[config.mk]
export PLATFORM = sky130hd
export DESIGN_NAME = cnt_readback_unit
export DESIGN_NICKNAME = d
export VERILOG_FILES = /design/src/rtl/crb_time_ctr.sv /design/src/rtl/crb_loop_ctr.sv /design/src/rtl/crb_read_mux.sv /design/src/rtl/cnt_readback_unit.sv
export SDC_FILE = /design/constraint.sdc
export NUM_CORES = 1
export LEC_CHECK = 0
export BUFFER_PORTS_ARGS = -buffer_cell sky130_fd_sc_hd__buf_2
export CORE_ASPECT_RATIO = 0.5
export CORE_UTILIZATION = 65
export DETAILED_ROUTE_END_ITERATION = 12
export GPL_TIMING_DRIVEN = 0
export PLACE_DENSITY = 0.85
export RECOVER_POWER = 50
export SLEW_MARGIN = 20
export SYNTH_ARGS = -nofsm -noshare
export SYNTH_HDL_FRONTEND = slang
export SYNTH_HIERARCHICAL = 1
export SYNTH_SLANG_ARGS = --single-unit
export TNS_END_PERCENT = 100
[constraint.sdc]
create_clock -name clk -period 4.53 [get_ports clk]
set_input_delay 0.906 -clock clk [delete_from_list [all_inputs] [get_ports clk]]
set_output_delay 0.906 -clock clk [all_outputs]
set_load 0.03 [all_outputs]
[src/rtl/crb_time_ctr.sv]
`timescale 1ns/1ps
module crb_time_ctr #(
   parameter int W = 64
) (
   input  logic         clk,
   input  logic         rst_n,
   output logic [W-1:0] cnt
);
   always_ff @(posedge clk or negedge rst_n) begin
      if (!rst_n) cnt <= '0;
      else        cnt <= cnt + W'(1);
   end
endmodule

[src/rtl/crb_loop_ctr.sv]
`timescale 1ns/1ps
module crb_loop_ctr #(
   parameter int W = 64
) (
   input  logic         clk,
   input  logic         rst_n,
   input  logic         load,
   input  logic         iter,
   input  logic [W-1:0] load_val,
   output logic [W-1:0] cnt
);
   always_ff @(posedge clk or negedge rst_n) begin
      if (!rst_n)    cnt <= '0;
      else if (load) cnt <= load_val;
      else if (iter) cnt <= cnt + W'(1);
   end
endmodule

[src/rtl/crb_read_mux.sv]
`timescale 1ns/1ps
module crb_read_mux #(
   parameter int CNT_W  = 64,
   parameter int HALF_W = 32,
   parameter int DEST_W = 5,
   parameter int N_CNT  = 4,
   parameter int N_AUX  = 2,
   parameter int SRC_W  = 3
) (
   input  logic              clk,
   input  logic              rst_n,
   input  logic [CNT_W-1:0]  cnt   [N_CNT],
   input  logic [HALF_W-1:0] aux   [N_AUX],
   input  logic              rd_valid,
   input  logic [SRC_W-1:0]  rd_src,
   input  logic              rd_hi,
   input  logic [DEST_W-1:0] rd_dest,
   output logic              wr_en,
   output logic [DEST_W-1:0] wr_dest,
   output logic [HALF_W-1:0] wr_data,
   output logic              rd_illegal
);
   logic [HALF_W-1:0] shadow [N_CNT];
   logic [N_CNT-1:0]  sh_vld;
   logic              hit;
   logic [HALF_W-1:0] lo_word;
   logic [HALF_W-1:0] hi_word;

   // Upper-word capture, one slot per counter source
   for (genvar i = 0; i < N_CNT; i++) begin : g_shadow
      always_ff @(posedge clk or negedge rst_n) begin
         if (!rst_n) begin
            shadow[i] <= '0;
            sh_vld[i] <= 1'b0;
         end else if (rd_valid && rd_src == SRC_W'(i)) begin
            if (!rd_hi) begin
               shadow[i] <= cnt[i][CNT_W-1:HALF_W];
               sh_vld[i] <= 1'b1;
            end else begin
               sh_vld[i] <= 1'b0;
            end
         end
      end
   end

   always_comb begin
      hit     = 1'b0;
      lo_word = '0;
      hi_word = '0;
      for (int i = 0; i < N_CNT; i++) begin
         if (rd_src == SRC_W'(i)) begin
            hit     = 1'b1;
            lo_word = cnt[i][HALF_W-1:0];
            hi_word = sh_vld[i] ? shadow[i] : cnt[i][CNT_W-1:HALF_W];
         end
      end
      for (int j = 0; j < N_AUX; j++) begin
         if (rd_src == SRC_W'(N_CNT + j)) begin
            hit     = 1'b1;
            lo_word = aux[j];
            hi_word = '0;
         end
      end
   end

   always_ff @(posedge clk or negedge rst_n) begin
      if (!rst_n) begin
         wr_en      <= 1'b0;
         wr_dest    <= '0;
         wr_data    <= '0;
         rd_illegal <= 1'b0;
      end else begin
         wr_en      <= rd_valid;
         wr_dest    <= rd_dest;
         wr_data    <= (rd_valid && hit) ? (rd_hi ? hi_word : lo_word) : '0;
         rd_illegal <= rd_valid && !hit;
      end
   end
endmodule

[src/rtl/cnt_readback_unit.sv]
`timescale 1ns/1ps
module cnt_readback_unit #(
   parameter int CNT_W  = 64,
   parameter int HALF_W = 32,
   parameter int DEST_W = 5,
   parameter int N_LOOP = 2,
   parameter int N_TIME = 2,
   parameter int SRC_W  = 3,
   localparam int LIDX_W = (N_LOOP > 1) ? $clog2(N_LOOP) : 1
) (
   input  logic              clk,
   input  logic              rst_n,
   input  logic              lc_load,
   input  logic              lc_iter,
   input  logic [LIDX_W-1:0] lc_idx,
   input  logic [CNT_W-1:0]  lc_load_val,
   input  logic [HALF_W-1:0] tag_val,
   input  logic [HALF_W-1:0] trace_val,
   input  logic              rd_valid,
   input  logic [SRC_W-1:0]  rd_src,
   input  logic              rd_hi,
   input  logic [DEST_W-1:0] rd_dest,
   output logic              wr_en,
   output logic [DEST_W-1:0] wr_dest,
   output logic [HALF_W-1:0] wr_data,
   output logic              rd_illegal
);
   localparam int N_CNT = N_LOOP + N_TIME;
   localparam int N_AUX = 2;

   if (CNT_W != 2 * HALF_W) begin : g_chk_half
      $error("CNT_W must be twice HALF_W");
   end
   if (N_CNT + N_AUX > (1 << SRC_W)) begin : g_chk_src
      $error("SRC_W too narrow for all sources");
   end
   if (N_LOOP < 1 || N_TIME < 1) begin : g_chk_cnt
      $error("at least one loop and one time counter required");
   end

   logic [CNT_W-1:0]  lc_val  [N_LOOP];
   logic [CNT_W-1:0]  tc_val  [N_TIME];
   logic [CNT_W-1:0]  all_cnt [N_CNT];
   logic [HALF_W-1:0] aux     [N_AUX];

   for (genvar i = 0; i < N_LOOP; i++) begin : g_loop
      crb_loop_ctr #(.W(CNT_W)) u_lc (
         .clk      (clk),
         .rst_n    (rst_n),
         .load     (lc_load && lc_idx == LIDX_W'(i)),
         .iter     (lc_iter && lc_idx == LIDX_W'(i)),
         .load_val (lc_load_val),
         .cnt      (lc_val[i])
      );
      assign all_cnt[i] = lc_val[i];
   end

   for (genvar j = 0; j < N_TIME; j++) begin : g_time
      crb_time_ctr #(.W(CNT_W)) u_tc (
         .clk   (clk),
         .rst_n (rst_n),
         .cnt   (tc_val[j])
      );
      assign all_cnt[N_LOOP + j] = tc_val[j];
   end

   assign aux[0] = tag_val;
   assign aux[1] = trace_val;

   crb_read_mux #(
      .CNT_W  (CNT_W),
      .HALF_W (HALF_W),
      .DEST_W (DEST_W),
      .N_CNT  (N_CNT),
      .N_AUX  (N_AUX),
      .SRC_W  (SRC_W)
   ) u_mux (
      .clk        (clk),
      .rst_n      (rst_n),
      .cnt        (all_cnt),
      .aux        (aux),
      .rd_valid   (rd_valid),
      .rd_src     (rd_src),
      .rd_hi      (rd_hi),
      .rd_dest    (rd_dest),
      .wr_en      (wr_en),
      .wr_dest    (wr_dest),
      .wr_data    (wr_data),
      .rd_illegal (rd_illegal)
   );
endmodule

### After elaboration in Yosys (flattened, before gate mapping)

Index checks and enable logic that the tools add are counted.

| word-level totals | value |
|---|---|
| bits in registers | 427 |
| bits of input ports | 143 |
| output and inout bits | 39 |
| logic and storage cells | 74 |

| cells by class | value |
|---|---|
| $add $sub $neg | 4 |
| eq/ne operators | 5 |
| muxes and demuxes | 29 |
| bitwise gates (word level) | 2 |
| reduce and logical (&&, ||, !) cells | 18 |

Operator list:

| cell | count |
|---|---|
| $mux W32 | 18 |
| $add A64 B1 Y64 const B | 4 |
| $mux W64 | 4 |
| $logic_and A1 B1 Y1 | 10 |
| $reduce_and A2 Y1 | 4 |
| $mux W1 | 7 |
| $eq A3 B2 Y1 const B | 2 |
| $eq A3 B3 Y1 const B | 2 |
| $reduce_bool A2 Y1 | 2 |
| $eq A3 B1 Y1 const B | 1 |
| $logic_not A3 Y1 | 1 |
| $not A1 Y1 | 2 |
| $logic_not A1 Y1 | 1 |

### Depth between registers and ports, before layout

| logic depth | value |
|---|---|
| depth in word-level cells | 9 |
| gate-level depth with buffers | 8 |
| gate-level depth less buffers | 6 |

### Cells and area by module

The synthesis kept the hierarchy.

By module, submodules not included:

| module | times used | cells an instance | area each (um^2) | sequential area each (um^2) |
|---|---|---|---|---|
| crb_read_mux | 1 | 769 | 10,156.0 | 4,279.1 |
| crb_time_ctr | 2 | 273 | 2,995.4 | 1,601.5 |
| crb_loop_ctr (g_loop[0].u_lc) | 1 | 422 | 3,748.6 | 1,601.5 |
| crb_loop_ctr (g_loop[1].u_lc) | 1 | 421 | 3,714.8 | 1,601.5 |
| cnt_readback_unit | 1 | 4 | 25.0 | 0.0 |

### Least setup slack after synthesis

Ideal clock, no wire load.

| timing | value |
|---|---|
| path type | input to register |
| start point | input lc_iter |
| end point | register g_loop[0].u_lc.cnt[51] |
| setup time | 0.082 ns |
| arrival time | 2.547 ns |
| data required time | 4.448 ns |
| setup slack | 1.901 ns |
| cell stages on the path | 6 |
| path buffers | 0 |
| cell sequence | nor2b_1 and4_1 and3_1 nand4_1 or4_2 a31oi_1 |

| on the way | value |
|---|---|
| longest elaborated chain between the ends | 2 |

RTL lines:

| what | RTL line | source |
|---|---|---|
| start, declared | cnt_readback_unit.sv:14 | `input logic lc_iter,` |
| $logic_and A1 B1 Y1 | cnt_readback_unit.sv:51 | `.iter (lc_iter && lc_idx == LIDX_W'(i)),` |
| $reduce_bool A2 Y1 (no line) | n/a |  |
| end signal, assigned | crb_loop_ctr.sv:14 | `else if (load) cnt <= load_val;` |
| end signal, assigned | crb_loop_ctr.sv:15 | `else if (iter) cnt <= cnt + W'(1);` |
| end, declared | crb_loop_ctr.sv:10 | `output logic [W-1:0] cnt` |

No other way between the ends.
A chain may end at the register's enable or synchronous reset.

### Worst setup path in the final report

| timing | value |
|---|---|
| start point | register g_time[1].u_tc.cnt[9] |
| end point | register g_time[1].u_tc.cnt[62] |

| on the way | value |
|---|---|
| longest elaborated chain between the ends | 1 |

RTL lines:

| what | RTL line | source |
|---|---|---|
| start, declared | crb_time_ctr.sv:7 | `output logic [W-1:0] cnt` |
| start signal, assigned | crb_time_ctr.sv:11 | `else cnt <= cnt + W'(1);` |
| $add A64 B1 Y64 | crb_time_ctr.sv:11 |  |

No other way between the ends.

==> results.txt <==
Number of global-route vias before repair: 18500
Post-CTS Setup Bufs: 0
CP peak stage delay: 1670 ps
Sw Ratio: 29.2%
Initial core utilization: 67.3%
CP endpoint: g_time[1].u_tc/cnt[62]
Crit Path Category: reg -> reg
Nets: 2535
GRT overflow: 0
CP bufs+invs: 1
Number of gates resized after cts: 0
WP depth: 6
Layout cells sized above 1: 21.8%
Yosys warns: 6
Input/output buffers: 180
Ports: 182
Die Outline Area: 0.0372 sq mm
Clock share of power: 35.2%
Synth cell types: 64
TritonRoute pass-1 iters: 6
Die width: 272 um
Cells after DPL: 2821
Row count: 48
Worst-path cell chain: nand3_2 -> nor4_1 -> nand3_4 -> buf_4 -> nor3_2 -> xor2_1
CP arrival: 3890 ps
Count leader, synth: dfrtp_1
Worst Skew: 21.9 ps
Mapped Nets: 2309
Core area: 0.0351 sq mm
H-tree depth: 2
Synth Instances: 2162
Internal: 6.75 mW
Final period util: 75.5%
Largest net degree at the start of global routing: 97
Tot GR Track Use: 39.5%
Crit path capture type: flip-flop
Fin util: 75.0%
Path depth of the worst reg2reg path: 6
Fin cells: 2890
Num CTS Buffers: 40
CTS Hold Bufs: 0
Cell taking the most area after synthesis: dfrtp_1
Cell Area, Synth: 0.0236 sq mm
Synth top cells by count: 427 x dfrtp_1, 181 x nand2_1, 166 x mux2i_1
Synth area leaders: dfrtp_1 45%, mux2i_1 7.0%, mux2_2 6.4%, xor2_1 4.2%, nand2_1 2.9%
Final min period: 3420 ps
R2r endpoint: g_time[1].u_tc/cnt[62]
Drt total wl: 73100 um
Setup violations, final: 0
HPWL after DPL: 54300 um
Crit Path Max Fanout: 10
CP delay by family, top: simple AND/OR/NAND/NOR gates
Min-Delay Path Class: in -> reg
Avg Cell Area, Syn: 10.9 sq um
Filler instances: 2443
Critical Path Source Type: flip-flop
Initial DRC Count: 2471
Outcome: finished, violations left
Antenna cells: 0
Routability cong.: 1.04
Max-slew headroom: -46.5%
Max-slew violation count: 100
Clock Pin Slew Worst Setup and Hold Paths: 60 ps
Leak pwr: 11.4 nW
P&R area growth vs syn: 11.5%
Post-synth ARST share: 100%
First-pass GRT wire length: 110000 um
Slowest CP cell: nor4_1
Fin. Hold Viols: 0
Reg2reg start: g_time[1].u_tc/cnt[9]
Post-synth EDFFs: 0
Clk root buf: clkbuf_16
Seq/Total Area, Yosys: 45.2%
Number of remaining DRC errors: 0
# clock sinks: 427
Via count: 19600
Comb pwr share: 17.2%
Die height: 137 um
Vias/cell: 6.79
Max Fclk: 293 MHz
Worst EP required: 5000 ps
Pwr per Cell Area: 362 mW/mm^2
NetSw: 2.78 mW
WL/cell: 25.3 um
Peak supply drop: 0.309 mV
Max Cap Viol: 3
Seq pwr share: 47.6%
Failing checks: capacitance limit, slew limit
Critical Path Start: g_time[1].u_tc/cnt[9]
RSZ-0062 raised after global routing: false
Initial antenna violation count: 2
Flops & latches, synth: 427
Slew at the pin closest to its max-slew limit: 2200 ps
CTS tree: yes
Deepest clock path buffer count: 3
Reg2reg setup slack: 1110 ps
Worst skew pair latency: 550 ps
Post-DRT Antenna Nets: 0
Top_reg_cell synth: dfrtp_1
Synth top area share: 45.2%
## power by group through the flow
stage	clock (mW)	sequential (mW)	combinational, mW
floorplan	0	4.49	1.00
global placement	0	4.56	1.52
detailed placement	0	4.58	1.58
CTS	3.38	4.52	1.60
global route	3.51	4.57	1.72
finish	3.35	4.53	1.64
## layout make-up
cell class                 count  area (sq um)  area share, %
clock buffer                  61          1220           4.64
timing repair buffer         184          1010           3.83
sequential                   427         10700           40.6
buffer                       131           708           2.69
inverter                      33           124          0.470
multi-input combinational   1571         11900           45.4
tap                          475           594           2.26
clock inverter                 8          55.1          0.209
## worst min path at each step
stage                                   to                   start  cells past startpoint  slack (ps)
floorplan            g_time[0].u_tc/cnt[0]   g_time[0].u_tc/cnt[0]                      1         460
global placement    g_time[0].u_tc/cnt[63]  g_time[0].u_tc/cnt[63]                      1         480
detailed placement        u_mux/shadow[59]        u_mux/shadow[59]                      1         490
CTS                 g_loop[0].u_lc/cnt[53]                   rst_n                      1         390
global route              u_mux/wr_dest[0]              rd_dest[0]                      1         440
finish                    u_mux/wr_dest[0]              rd_dest[0]                      1         460
## cells by family (layout without fill, tap and decap cells)
kind of cell             count (synthesis)  count (layout)  synth area share [%]
AND/OR/NAND/NOR                        695             695                  16.6
flip-flops                             427             427                  45.2
multiplexers                           356             356                  17.8
AO/OA/AOI/OAI                          328             328                  9.53
XOR/XNOR                               188             188                  6.97
buffers and inverters                  164             417                  3.68
adder cells (fa/ha/maj)                  4               4                 0.212
## layer usage
layer  vias up  share of wire [%]  GRT usage (%)
met4         2                3.4           12.5
met1      9808                 40           54.8
li1       8440                  -              -
met2      1188                 44           60.7
met3       188                 12           10.9
met5         -              0.018              0
## sequential cells by signal, summed over array words and instances (netlist names)
name / count
u_mux/shadow: 128
g_loop.u_lc/cnt: 128
u_mux/wr_en: 1
u_mux/rd_illegal: 1
u_mux/wr_data: 32
g_time.u_tc/cnt: 128
u_mux/wr_dest: 5
u_mux/sh_vld: 4
## through the flow
step	setup TNS, ps	setup slack [ps]	hold WS, ps	instance area [sq um]	total power [mW]
after floorplan	0	1900	456	23600	5.50
after global placement	-2500250	-5920	481	25100	6.08
after detailed placement	0	1070	493	25300	6.16
after CTS	0	1620	385	26500	9.49
after global routing	0	1050	442	26300	9.81
final	0	1110	458	26300	9.52
## placed cells by master, fill, tap and decap left out, types with 41 or more instances in the layout
cell	count
a31oi_1	57
buf_2	209
clkbuf_1	63
clkbuf_16	41
dfrtp_1	427
mux2_2	133
mux2i_1	166
nand2_1	181
nand3_1	83
nand4_1	77
nor2_1	114
o21ai_0	84
o31ai_1	41
xnor2_1	76
xor2_1	112
No activity file was read; power rests on OpenSTA's default activity.
